File: src/rtl/stk_pkg.sv
package stk_pkg;
  typedef enum logic [1:0] {
    OP_PUSH = 2'b00,
    OP_POP  = 2'b01,
    OP_CALL = 2'b10,
    OP_RET  = 2'b11
  } stk_op_e;

  // Push-like operations store a byte; pop-like ones fetch one.
  function automatic logic op_stores(input stk_op_e k);
    return (k == OP_PUSH) || (k == OP_CALL);
  endfunction

  function automatic logic op_is_ctrl(input stk_op_e k);
    return (k == OP_CALL) || (k == OP_RET);
  endfunction
endpackage

File: src/rtl/stk_ptr.sv
module stk_ptr #(
  parameter int unsigned AW  = 8,
  parameter int unsigned TOP = 255,
  parameter int unsigned BOT = 234
) (
  input  logic          clk,
  input  logic          rst_n,
  input  logic          step_dn,
  input  logic          step_up,
  output logic [AW-1:0] sp,
  output logic [AW-1:0] pop_slot,
  output logic          full,
  output logic          empty
);
  localparam logic [AW-1:0] TOP_A  = AW'(TOP);
  localparam logic [AW-1:0] FULL_A = AW'(BOT - 1);

  function automatic logic [AW-1:0] next_ptr(input logic [AW-1:0] p,
                                             input logic dn, input logic up);
    if (dn)      return p - AW'(1);
    else if (up) return p + AW'(1);
    else         return p;
  endfunction

  always_ff @(posedge clk or negedge rst_n) begin
    if (!rst_n) sp <= TOP_A;
    else        sp <= next_ptr(sp, step_dn, step_up);
  end

  assign pop_slot = sp + AW'(1);
  assign full     = (sp == FULL_A);
  assign empty    = (sp == TOP_A);

  // pointer never leaves the window
  assert_ptr_window_R4: assert property (@(posedge clk) disable iff (!rst_n)
    (sp >= FULL_A) && (sp <= TOP_A));
  // at most one step per cycle
  assert_ptr_step_R2: assert property (@(posedge clk) disable iff (!rst_n)
    (sp != $past(sp)) |-> ((sp == $past(sp) - AW'(1)) || (sp == $past(sp) + AW'(1))));
endmodule

File: src/rtl/stk_gate.sv
module stk_gate
  import stk_pkg::*;
(
  input  logic    op_valid,
  input  stk_op_e kind,
  input  logic    full,
  input  logic    empty,
  output logic    push_ok,
  output logic    pop_ok,
  output logic    ovf_hit,
  output logic    udf_hit
);
  logic wants_store, wants_fetch;

  always_comb begin
    wants_store = op_valid && op_stores(kind);
    wants_fetch = op_valid && !op_stores(kind);
    push_ok = wants_store && !full;
    pop_ok  = wants_fetch && !empty;
    ovf_hit = wants_store && full;
    udf_hit = wants_fetch && empty;
  end
endmodule

File: src/rtl/stk_resp.sv
module stk_resp
  import stk_pkg::*;
#(
  parameter int unsigned DW = 8
) (
  input  logic          clk,
  input  logic          rst_n,
  input  stk_op_e       kind,
  input  logic          push_ok,
  input  logic          pop_ok,
  input  logic          ovf_hit,
  input  logic          udf_hit,
  input  logic [DW-1:0] call_target,
  input  logic [DW-1:0] mem_rdata,
  output logic          done,
  output logic          rd_valid,
  output logic [DW-1:0] rd_data,
  output logic          pc_load,
  output logic [DW-1:0] pc_value,
  output logic          ovf_err,
  output logic          udf_err
);
  always_ff @(posedge clk or negedge rst_n) begin
    if (!rst_n) begin
      done     <= 1'b0;
      rd_valid <= 1'b0;
      rd_data  <= '0;
      pc_load  <= 1'b0;
      pc_value <= '0;
      ovf_err  <= 1'b0;
      udf_err  <= 1'b0;
    end else begin
      done     <= push_ok || pop_ok;
      rd_valid <= pop_ok && !op_is_ctrl(kind);
      pc_load  <= (push_ok || pop_ok) && op_is_ctrl(kind);
      if (pop_ok) rd_data <= mem_rdata;
      if (push_ok && op_is_ctrl(kind)) pc_value <= call_target;
      else if (pop_ok && op_is_ctrl(kind)) pc_value <= mem_rdata;
      ovf_err  <= ovf_err || ovf_hit;
      udf_err  <= udf_err || udf_hit;
    end
  end

  // flags are sticky
  assert_sticky_ovf_R9: assert property (@(posedge clk) disable iff (!rst_n)
    ovf_err |=> ovf_err);
  assert_sticky_udf_R9: assert property (@(posedge clk) disable iff (!rst_n)
    udf_err |=> udf_err);
  // a refusal is recorded
  assert_flag_ovf_R5: assert property (@(posedge clk) disable iff (!rst_n)
    ovf_hit |=> (ovf_err && !done));
  assert_flag_udf_R6: assert property (@(posedge clk) disable iff (!rst_n)
    udf_hit |=> (udf_err && !done));
endmodule

File: src/rtl/stk_unit.sv
module stk_unit
  import stk_pkg::*;
#(
  parameter int unsigned AW  = 8,
  parameter int unsigned TOP = 255,
  parameter int unsigned BOT = 234
) (
  input  logic          clk,
  input  logic          rst_n,
  input  logic          op_valid,
  input  logic [1:0]    op_kind,
  input  logic [AW-1:0] wr_data,
  input  logic [AW-1:0] ret_addr,
  input  logic [AW-1:0] call_target,
  output logic [AW-1:0] mem_addr,
  output logic          mem_we,
  output logic          mem_re,
  output logic [AW-1:0] mem_wdata,
  input  logic [AW-1:0] mem_rdata,
  output logic          done,
  output logic          rd_valid,
  output logic [AW-1:0] rd_data,
  output logic          pc_load,
  output logic [AW-1:0] pc_value,
  output logic [AW-1:0] sp,
  output logic          ovf_err,
  output logic          udf_err
);
  stk_op_e       kind;
  logic          push_ok, pop_ok, ovf_hit, udf_hit;
  logic          full, empty;
  logic [AW-1:0] pop_slot;

  assign kind = stk_op_e'(op_kind);

  stk_ptr #(.AW(AW), .TOP(TOP), .BOT(BOT)) u_ptr (
    .clk(clk), .rst_n(rst_n), .step_dn(push_ok), .step_up(pop_ok),
    .sp(sp), .pop_slot(pop_slot), .full(full), .empty(empty));

  stk_gate u_gate (
    .op_valid(op_valid), .kind(kind), .full(full), .empty(empty),
    .push_ok(push_ok), .pop_ok(pop_ok), .ovf_hit(ovf_hit), .udf_hit(udf_hit));

  stk_resp #(.DW(AW)) u_resp (
    .clk(clk), .rst_n(rst_n), .kind(kind), .push_ok(push_ok), .pop_ok(pop_ok),
    .ovf_hit(ovf_hit), .udf_hit(udf_hit), .call_target(call_target),
    .mem_rdata(mem_rdata), .done(done), .rd_valid(rd_valid), .rd_data(rd_data),
    .pc_load(pc_load), .pc_value(pc_value), .ovf_err(ovf_err), .udf_err(udf_err));

  assign mem_we    = push_ok;
  assign mem_re    = pop_ok;
  assign mem_addr  = pop_ok ? pop_slot : sp;
  assign mem_wdata = op_is_ctrl(kind) ? ret_addr : wr_data;

  // strobes are exclusive and need a request
  assert_strobe_excl_R10: assert property (@(posedge clk) disable iff (!rst_n)
    !(mem_we && mem_re) && ((mem_we || mem_re) -> op_valid));
  // no write into a full window
  assert_no_overflow_R5: assert property (@(posedge clk) disable iff (!rst_n)
    full |-> !mem_we);
  // no read from an empty window
  assert_no_underflow_R6: assert property (@(posedge clk) disable iff (!rst_n)
    empty |-> !mem_re);
  // a refused operation leaves the pointer alone
  assert_hold_on_err_R5: assert property (@(posedge clk) disable iff (!rst_n)
    (ovf_hit || udf_hit) |=> $stable(sp));
endmodule

File: config.mk
export PLATFORM = sky130hd
export DESIGN_NAME = stk_unit
export DESIGN_NICKNAME = d
export VERILOG_FILES = /design/src/rtl/stk_pkg.sv /design/src/rtl/stk_ptr.sv /design/src/rtl/stk_gate.sv /design/src/rtl/stk_resp.sv /design/src/rtl/stk_unit.sv
export SDC_FILE = /design/constraint.sdc
export NUM_CORES = 1
export LEC_CHECK = 0
export BUFFER_PORTS_ARGS = -buffer_cell sky130_fd_sc_hd__buf_2
export CAP_MARGIN = 25
export CORE_MARGIN = 5
export CORE_UTILIZATION = 46
export CTS_BUF_LIST = sky130_fd_sc_hd__clkbuf_4
export DETAILED_ROUTE_END_ITERATION = 10
export PLACE_DENSITY_LB_ADDON = 0.25
export SKIP_LAST_GASP = 1
export SLEW_MARGIN = 20
export SYNTH_ARGS = -nofsm -noshare
export SYNTH_HDL_FRONTEND = slang
export SYNTH_SLANG_ARGS = --single-unit
File: constraint.sdc
create_clock -name clk -period 2.53 [get_ports clk]
set_input_delay 0.3795 -clock clk [delete_from_list [all_inputs] [get_ports clk]]
set_output_delay 0.3795 -clock clk [all_outputs]
set_load 0.02 [all_outputs]
# After elaboration in Yosys (flattened, before gate mapping)
# Cells that the tools add are included.
# word_totals
ff_bits	29
input_bits	37
elab_cells	40
# classes
add_sub_neg	2
n_eq_ne	4
n_mux	5
n_reduce_logical	21
# op_table
cell	count
$mux 8	5
$eq 8x8->1 const B	2
$logic_and 1x1->1	10
$add 8x1->8 const B	1
$sub 8x1->8 const B	1
$logic_or 1x1->1	5
$eq 2x2->1 const B	2
$logic_not 1->1	4
$logic_not 2->1	1
$reduce_bool 2->1	1

# Depth between registers and ports, before layout
# Gate-level depths: netlist of the first run.
# depth
ltp_word	8
mapped_depth	7
mapped_depth_nobuf	6

# Cells and area by module
# Synthesis of the first run repeated with hierarchy kept, for this count alone.
# hier_totals
hier_cells	165
area_unflattened_um2	1866.8
# modules_own_cells
module	n_inst	cells_per_inst	area_per_inst_um2	seq_area_each_um2
stk_resp	1	73	898.4	525.5
stk_ptr	1	70	668.1	210.2
stk_unit	1	18	262.8	0.0
stk_gate	1	4	37.5	0.0

# Worst setup path before layout of the first run
# Ideal clock, no wire load.
# synth_timing
path_type	register to output
from	reg u_ptr.sp[0]
to	out mem_addr[0]
arrival_time_ps	1964
t_required_ps	2151
slack_ps	186
path_stages_with_launch	7
path_buffers	1
cell_sequence	dfstp_2 -> ha_1 -> nand4_1 -> o211ai_2 -> inv_1 -> buf_2 -> xnor2_1
# synth_via
elab_chain_len	4
# synth_lines
item	line	text
start: declaration	stk_ptr.sv:10	output logic [AW-1:0] sp,
start signal: assignment	stk_ptr.sv:27	else sp <= next_ptr(sp, step_dn, step_up);
$eq 8x8->1	stk_ptr.sv:32	assign empty = (sp == TOP_A);
$logic_not 1->1	stk_gate.sv:19	pop_ok = wants_fetch && !empty;
$logic_and 1x1->1	stk_gate.sv:19	
named net mem_re	stk_unit.sv:17	output logic mem_re,
$mux 8	-	
end: declaration	stk_unit.sv:15	output logic [AW-1:0] mem_addr,
# The timed path passes the listed nets, and every way through them passes these cells.

# Worst setup path after layout of the first run
# layout_timing
from	reg u_ptr.sp[0]
to	out mem_addr[1]
# layout_via
elab_chain_len	4
# layout_lines
item
parallel branches: the longest is 3 deep, another holds $add 8x1->8
$mux 8 (*)
# Mark *: on every way between the ends.

==> metrics.md, run 1 <==
| Metric | Value |
|---|---|
| Final setup fails | 0 |
| Nets@finish | 287 |
| Achievable Freq | 0.414 GHz |
| Max stage delay on crit path | 600 ps |
| Hold WS | 59.3 ps |
| Initial drt markers | 48 |
| Die W | 68.2 um |
| Crit-path cells | ha_4 -> nand4_1 -> o211ai_2 -> buf_4 -> mux2i_4 -> buf_4 |
| Worst vdd ir | 0.651 mV |
| Drt total wl | 4150 um |
| I/O pins | 84 |
| CP arrival | 2040 ps |
| Initial antenna violation count | 0 |
| Most frequent cells in the layout | buf_2 (82), nand2_1 (30), dfrtp_1 (21), mux2_2 (13), inv_1 (13) |
| Max Buffers Root-to-Sink | 2 |
| Skew-Pair Late Insertion Delay | 320 ps |
| HPWL Detailed | 3320 um |
| Total GRT Usage | 19.5% |
| Vias in the first global route | 1,466 |
| Clk sinks | 29 |
| Skew final | 3.80 ps |
| Slew Limit Fails | 0 |
| Part of the power in registers | 37.9% |
| PD cells | 981 nW/um2 |
| Hold Path Class | in2async |
| First-pass GRT wire length | 6680 um |
| Post-synth net total | 201 |
| Routed wire length per instance | 14.1 um |
| Most common cell after layout, fill and taps aside | buf_2 |
| Clock power frac | 17.6% |
| Syn Area/Cell | 9.68 um2 |
| Final TNS setup | 0 ps |
| Die ar. | 4650 um2 |
| Worst setup path class | reg2out |
| Cell Int Power | 1210 uW |
| Initial core utilization | 47.1% |
| Core box area | 3310 um2 |
| CTS H-tree depth | 2 |
| Die Ht | 68.2 um |
| CTS tree | done |
| Hold Fails Final Rpt | 0 |
| Register area share after synthesis | 47.2% |
| Synthesis-to-layout area growth | 36.5% |
| Slew headroom | 57.4% |
| GPL Wtd Cong | 0.821 |
| Tmin final | 2420 ps |
| First-pass DRT Iterations | 4 |
| Post-synthesis cell area | 1560 um2 |
| Most frequent CP cell | buf_4 |
| Residual DRC | 0 |
| Post-synthesis register bit count | 29 |
| Mapped Cells | 161 |
| Layout cell share with drive strength beyond 1 | 49.2% |
| Clk pin slew, worst setup/hold paths | 100 ps |
| Max Cap Violations | 0 |
| Status | finished, final reports clean |
| Gate power share | 44.4% |
| Row cnt | 21 |
| ANT nets after route | 0 |
| CTS buffer count | 5 |
| Total design power | 2090 uW |
| Largest net degree at the start of global routing | 30 |
| Port bufs | 83 |
| Antenna cells | 0 |
| Final period utilization | 95.5% |
| CP Capture Type | primary output |
| Sw Ratio | 42.1% |
| Yosys warns | 0 |
| DR vias | 1,492 |
| GRT overflow | 0 |
| WP data required | 2150 ps |
| Netlist cell types | 34 |
| Leakage | 0.00111 uW |
| Clock root cell | clkbuf_4 |
| Final Worst Setup Slack | 114 ps |
| Worst path slowest cell | dfstp_2 |
| Actual slew at the worst max-slew pin | 638 ps |
| Net Sw Power | 877 uW |
| Via density | 5.07 |
| CP startpoint kind | flop |
| DP Worst Slack | 329 ps |
| Worst-path maximum fanout | 5 |
-- kinds of logic (layout without fill, tap and decap cells) --
| kind of cell | after synthesis | count (layout) | share of synthesized area (%) |
|---|---|---|---|
| and+or+nand+nor | 54 | 54 | 16.0 |
| AOI/OAI and AO/OA | 29 | 29 | 12.5 |
| DFF | 29 | 29 | 47.2 |
| buffers and inverters | 22 | 109 | 6.26 |
| muxes | 14 | 14 | 10.0 |
| xor gates and xnor gates | 10 | 10 | 5.62 |
| adders and majority gates | 3 | 3 | 2.41 |
-- state kept, by name, indices dropped and copies added (netlist names) --
register,cells
u_ptr.sp,8
u_resp.pc_value,8
u_resp.rd_data,8
u_resp.done,1
u_resp.ovf_err,1
u_resp.pc_load,1
u_resp.rd_valid,1
u_resp.udf_err,1
-- cells in the mapped netlist --
cell type,number,area (um2)
ha_1,3,37.5
o21ai_2,1,8.76
o211ai_1,1,7.51
buf_4,2,15.0
nand3b_1,1,7.51
inv_1,13,48.8
nand2_1,30,113
o211ai_2,1,12.5
a22oi_1,2,15.0
and3_1,2,12.5
nor3_1,2,10.0
a21o_1,1,7.51
xnor2_1,8,70.1
nor2b_1,1,6.26
nand3_1,5,25.0
o32ai_1,1,8.76
o21a_1,1,7.51
a21oi_1,9,45.0
dfstp_2,8,210
dfrtp_1,21,526
o21ai_0,1,5.00
or2b_1,1,7.51
nor2_1,5,18.8
mux2i_1,1,10.0
mux2_2,13,146
o2111ai_1,1,8.76
o22ai_1,8,50.1
nand4bb_1,1,11.3
nand4_1,5,31.3
a31o_2,2,17.5
buf_2,6,30.0
clkbuf_1,1,3.75
nand2b_1,1,6.26
xor2_1,2,17.5
-- metrics by stage --
| stage | cell area (um2) | std cells | util (%) |
|---|---|---|---|
| floorplan | 1560 | 161 | - |
| global placement | 2000 | 283 | 60.3 |
| detailed placement | 2000 | 283 | 60.3 |
| CTS | 2080 | 291 | 62.8 |
| global route | 2130 | 294 | 64.2 |
| finish | 2130 | 294 | 64.2 |
-- routing by layer --
metal  up-vias  share of wire (%)  track usage, %  wire length [um]
met3         7                6.1            5.25               252
met5         -                  0               0                 0
met4         0                1.6            7.69                68
met1       709                 41            23.2              1720
li1        725                  -               -                 -
met2        51                 51            33.2              2120
-- final cells by class --
class                   count  area, um2
repair buffers             88        455
inverters                  13       48.8
well taps                  46       57.6
multi-input cells         110        749
fillers                   323       1180
clock inverters             3       41.3
clock buffers               5       37.5
flip-flops and latches     29        736
-- path summary, 6_finish.rpt --
check / cells past startpoint / end / slack (ps) / startpoint
setup / recovery: 6 / mem_addr[1] / 110 / u_ptr.sp[0]$_DFF_PN1_
hold / removal: 1 / u_resp.pc_value[7]$_DFFE_PN0P_ / 60 / rst_n
setup reg to reg: 7 / u_resp.pc_value[7]$_DFFE_PN0P_ / 480 / u_ptr.sp[0]$_DFF_PN1_
hold reg to reg: 1 / u_resp.udf_err$_DFF_PN0_ / 480 / u_resp.udf_err$_DFF_PN0_
max in group asynchronous: 1 / u_resp.rd_data[6]$_DFFE_PN0P_ / 2060 / rst_n
min in group clk: 3 / u_resp.rd_data[0]$_DFFE_PN0P_ / 270 / mem_rdata[0]
-- critical path: cells and delay by family, from the launching register on --
| kind | cells | cell delay, ps |
|---|---|---|
| mux | 1 | 220 |
| compound gates | 1 | 220 |
| simple gates | 1 | 180 |
| fa+ha+maj | 1 | 170 |
| flops | 1 | 600 |
| buf+inv | 2 | 330 |
-- what timing repair did --
action,CTS,global route
hold buffers,0,0
buffers inserted,0,3
gates resized for setup,1,4
pin swaps,0,2
setup endpoints to repair,2,5
endpoints found under the hold margin,0,0
-- power groups by stage --
stage / logic (uW) / clock network (uW) / registers [uW]
5_1_grt: 1000 / 398 / 818
2_1_floorplan: 553 / 0 / 829
3_5_place_dp: 876 / 0 / 791
3_3_place_gp: 869 / 0 / 785
6_report: 927 / 368 / 791
4_1_cts: 882 / 376 / 785
(Power assumes the default switching activity.)
==> run 2, diff against run 1 <==
--- a/config.mk
+++ b/config.mk
@@ -5,11 +5,11 @@
 export SDC_FILE = /design/constraint.sdc
 export NUM_CORES = 1
 export LEC_CHECK = 0
+export ABC_CLOCK_PERIOD_IN_PS = 2530
 export BUFFER_PORTS_ARGS = -buffer_cell sky130_fd_sc_hd__buf_2
 export CAP_MARGIN = 25
 export CORE_MARGIN = 5
-export CORE_UTILIZATION = 46
-export CTS_BUF_LIST = sky130_fd_sc_hd__clkbuf_4
+export CORE_UTILIZATION = 44
 export DETAILED_ROUTE_END_ITERATION = 10
 export PLACE_DENSITY_LB_ADDON = 0.25
 export SKIP_LAST_GASP = 1
==> run 2 against run 1 <==
Clock power fell by 31%. Core utilization is 2.9 points lower. Global-route usage decreased by 1.9 points. Total power is 6.9% lower. Register-to-register slack hardly changed. First-iteration DRC count rose to 2.8 times the previous value. Largest cell class unchanged.
==> metrics.md, run 2 (synthesized netlist as in run 1, its figures left out) <==
| Metric | Value |
|---|---|
| Status | finished, final reports clean |
| Final TNS setup | 0 ps (unchanged) |
| Actual slew at the worst max-slew pin | 653 ps (+15.4 ps) |
| DR vias | 1,467 (-1.7%) |
| Routed wire length per instance | 14.0 um (-0.65%) |
| First-pass DRT Iterations | 4 (unchanged) |
| Top flop regs | u_ptr.sp x8, u_resp.pc_value x8, u_resp.rd_data x8 |
| Most frequent cells in the layout | buf_2 (82), nand2_1 (30), dfrtp_1 (21), mux2_2 (13), inv_1 (13) |
| Port bufs | 83 (unchanged) |
| Hold_buf cts | 0 (unchanged) |
| HPWL Detailed | 3250 um (-2.1%) |
| Initial drt markers | 133 (+180%) |
| Most common cell after layout, fill and taps aside | buf_2 |
| Final period utilization | 94.8% (-0.66 points) |
| CTS buffer count | 5 (unchanged) |
| GRT overflow | 0 (unchanged) |
| Skew final | 8.42 ps (+4.62 ps) |
| Initial antenna violation count | 0 (unchanged) |
| Max Buffers Root-to-Sink | 2 (unchanged) |
| Worst setup path class | reg2out |
| Initial core utilization | 46.0% (-1.1 points) |
| Layout cell share with drive strength beyond 1 | 48.2% (-1.0 points) |
| Hold Path Class | in2async |
| Core box area | 3390 um2 (+2.4%) |
| Worst path slowest cell | dfstp_2 |
| Slew Limit Fails | 0 (unchanged) |
| Worst-path maximum fanout | 6 (+1) |
| DP Worst Slack | 289 ps (-40.9 ps) |
| Final setup fails | 0 (unchanged) |
| FF/Latch Area | 736 um2 (unchanged) |
| Hold Fails Final Rpt | 0 (unchanged) |
| Nets@finish | 286 (-0.35%) |
| Clk pin slew, worst setup/hold paths | 90 ps (about the same) |
| Slew headroom | 56.4% (-1.0 points) |
| Tmin final | 2400 ps (-16.6 ps) |
| Clk sinks | 29 (unchanged) |
| Row cnt | 21 (unchanged) |
| Achievable Freq | 0.417 GHz (+0.69%) |
| Total design power | 1940 uW (-6.9%) |
| Largest net degree at the start of global routing | 30 (unchanged) |
| GPL Wtd Cong | 0.835 (+1.7%) |
| CTS tree | done |
| Antenna cells | 0 (unchanged) |
| Leakage | 0.00109 uW (-1.7%) |
| Vias in the first global route | 1,485 (+1.3%) |
| CTS H-tree depth | 2 (unchanged) |
| Dpl cells | 283 (unchanged) |
| Max stage delay on crit path | 600 ps (about the same) |
| Drt total wl | 4110 um (-0.99%) |
| Die Ht | 69.5 um (+1.9%) |
| Most frequent CP cell | buf_4 |
| Synthesis-to-layout area growth | 33.5% |
| Worst vdd ir | 0.429 mV (-34%) |
| Total GRT Usage | 17.5% (-1.9 points) |
| Die ar. | 4830 um2 (+3.9%) |
| CP arrival | 2020 ps (-20 ps) |
| CP startpoint kind | flop |
| Non-Filler Instances | 293 (-0.34%) |
| Clock root cell | clkbuf_4 |
| First-pass GRT wire length | 6960 um (+4.2%) |
| Final Worst Setup Slack | 131 ps (+16.6 ps) |
| Skew-Pair Late Insertion Delay | 320 ps (about the same) |
| Residual DRC | 0 (unchanged) |
| Via density | 5.01 (-1.3%) |
| CP Capture Type | primary output |
| WP data required | 2150 ps (about the same) |
| Multi-input logic area | 741 um2 (-1.2%) |
| PD cells | 934 nW/um2 (-4.8%) |
| Die W | 69.5 um (+1.9%) |
| Max Cap Violations | 0 (unchanged) |
| Fillers | 318 (-1.5%) |
| Crit-path cells | ha_4 -> nand4_1 -> o211ai_2 -> buf_4 -> mux2i_2 -> buf_4 |
| ANT nets after route | 0 (unchanged) |
| Share of the core filled with cells | 61.4% (-2.9 points) |
| I/O pins | 84 (unchanged) |
==> run 2: cell count changes in the layout (fill, tap and decap cells not counted), sizes merged <==
| cell | change |
|---|---|
| clkinv | -1 |
| bufinv | -1 |
| buf | -1 |
| clkbuf | +3 |
| clkinvlp | -1 |
==> run 2: critical path: cells and delay by family, from the launching register on <==
| family | cells | cell delay (ps) |
|---|---|---|
| AOI/OAI and AO/OA | 1 | 230 |
| adders and majority gates | 1 | 170 |
| buffers and inverters | 2 | 330 |
| DFF | 1 | 600 |
| muxes | 1 | 240 |
| and+or+nand+nor | 1 | 140 |
==> run 2: final timing paths <==
check	start	end	slack (ps)	cells after the start
worst max-delay path	u_ptr.sp[0]$_DFF_PN1_	mem_addr[1]	130	6
worst min-delay path	rst_n	u_resp.udf_err$_DFF_PN0_	60	1
worst max register to register	u_ptr.sp[0]$_DFF_PN1_	u_resp.pc_value[6]$_DFFE_PN0P_	490	7
worst min register to register	u_resp.ovf_err$_DFF_PN0_	u_resp.ovf_err$_DFF_PN0_	450	1
max in group asynchronous	rst_n	u_resp.rd_data[2]$_DFFE_PN0P_	2060	1
min in group clk	mem_rdata[3]	u_resp.rd_data[3]$_DFFE_PN0P_	280	3
==> run 2: where the power goes <==
group / switching [uW] / leakage, uW / internal (uW)
clock network: 144 / 0.0000265 / 111
registers: 173 / 0.000337 / 621
logic: 529 / 0.000723 / 364
==> run 2: metal layers <==
metal | up-vias | global-route usage [%] | part of all wire (%)
li1 | 719 | - | -
met4 | 0 | 5.42 | 1.5
met3 | 8 | 6.38 | 9.1
met2 | 65 | 28.7 | 50
met1 | 675 | 21.4 | 39
met5 | - | 0 | 0
==> run 2: timing repair <==
action                                  CTS  global route
hold endpoints to repair                  0             0
endpoints found under the setup margin    3             5
pin swaps                                 1             2
setup buffers                             0             2
gates resized for setup                   1             3
==> run 2: layout make-up <==
type | count | area share, %
Multi-Input combinational cell | 110 | 35.6
Sequential cell | 29 | 35.4
Tap cell | 46 | 2.77
Timing Repair Buffer | 87 | 21.5
Clock buffer | 8 | 2.35
Inverter | 13 | 2.35
==> run 2: through the flow <==
stage          cell area [um2]  hold slack [ps]
2_1_floorplan             1560             83.9
3_3_place_gp              2000              434
3_5_place_dp              2000              431
4_1_cts                   2050             80.8
5_1_grt                   2080              110
6_report                  2080             63.9
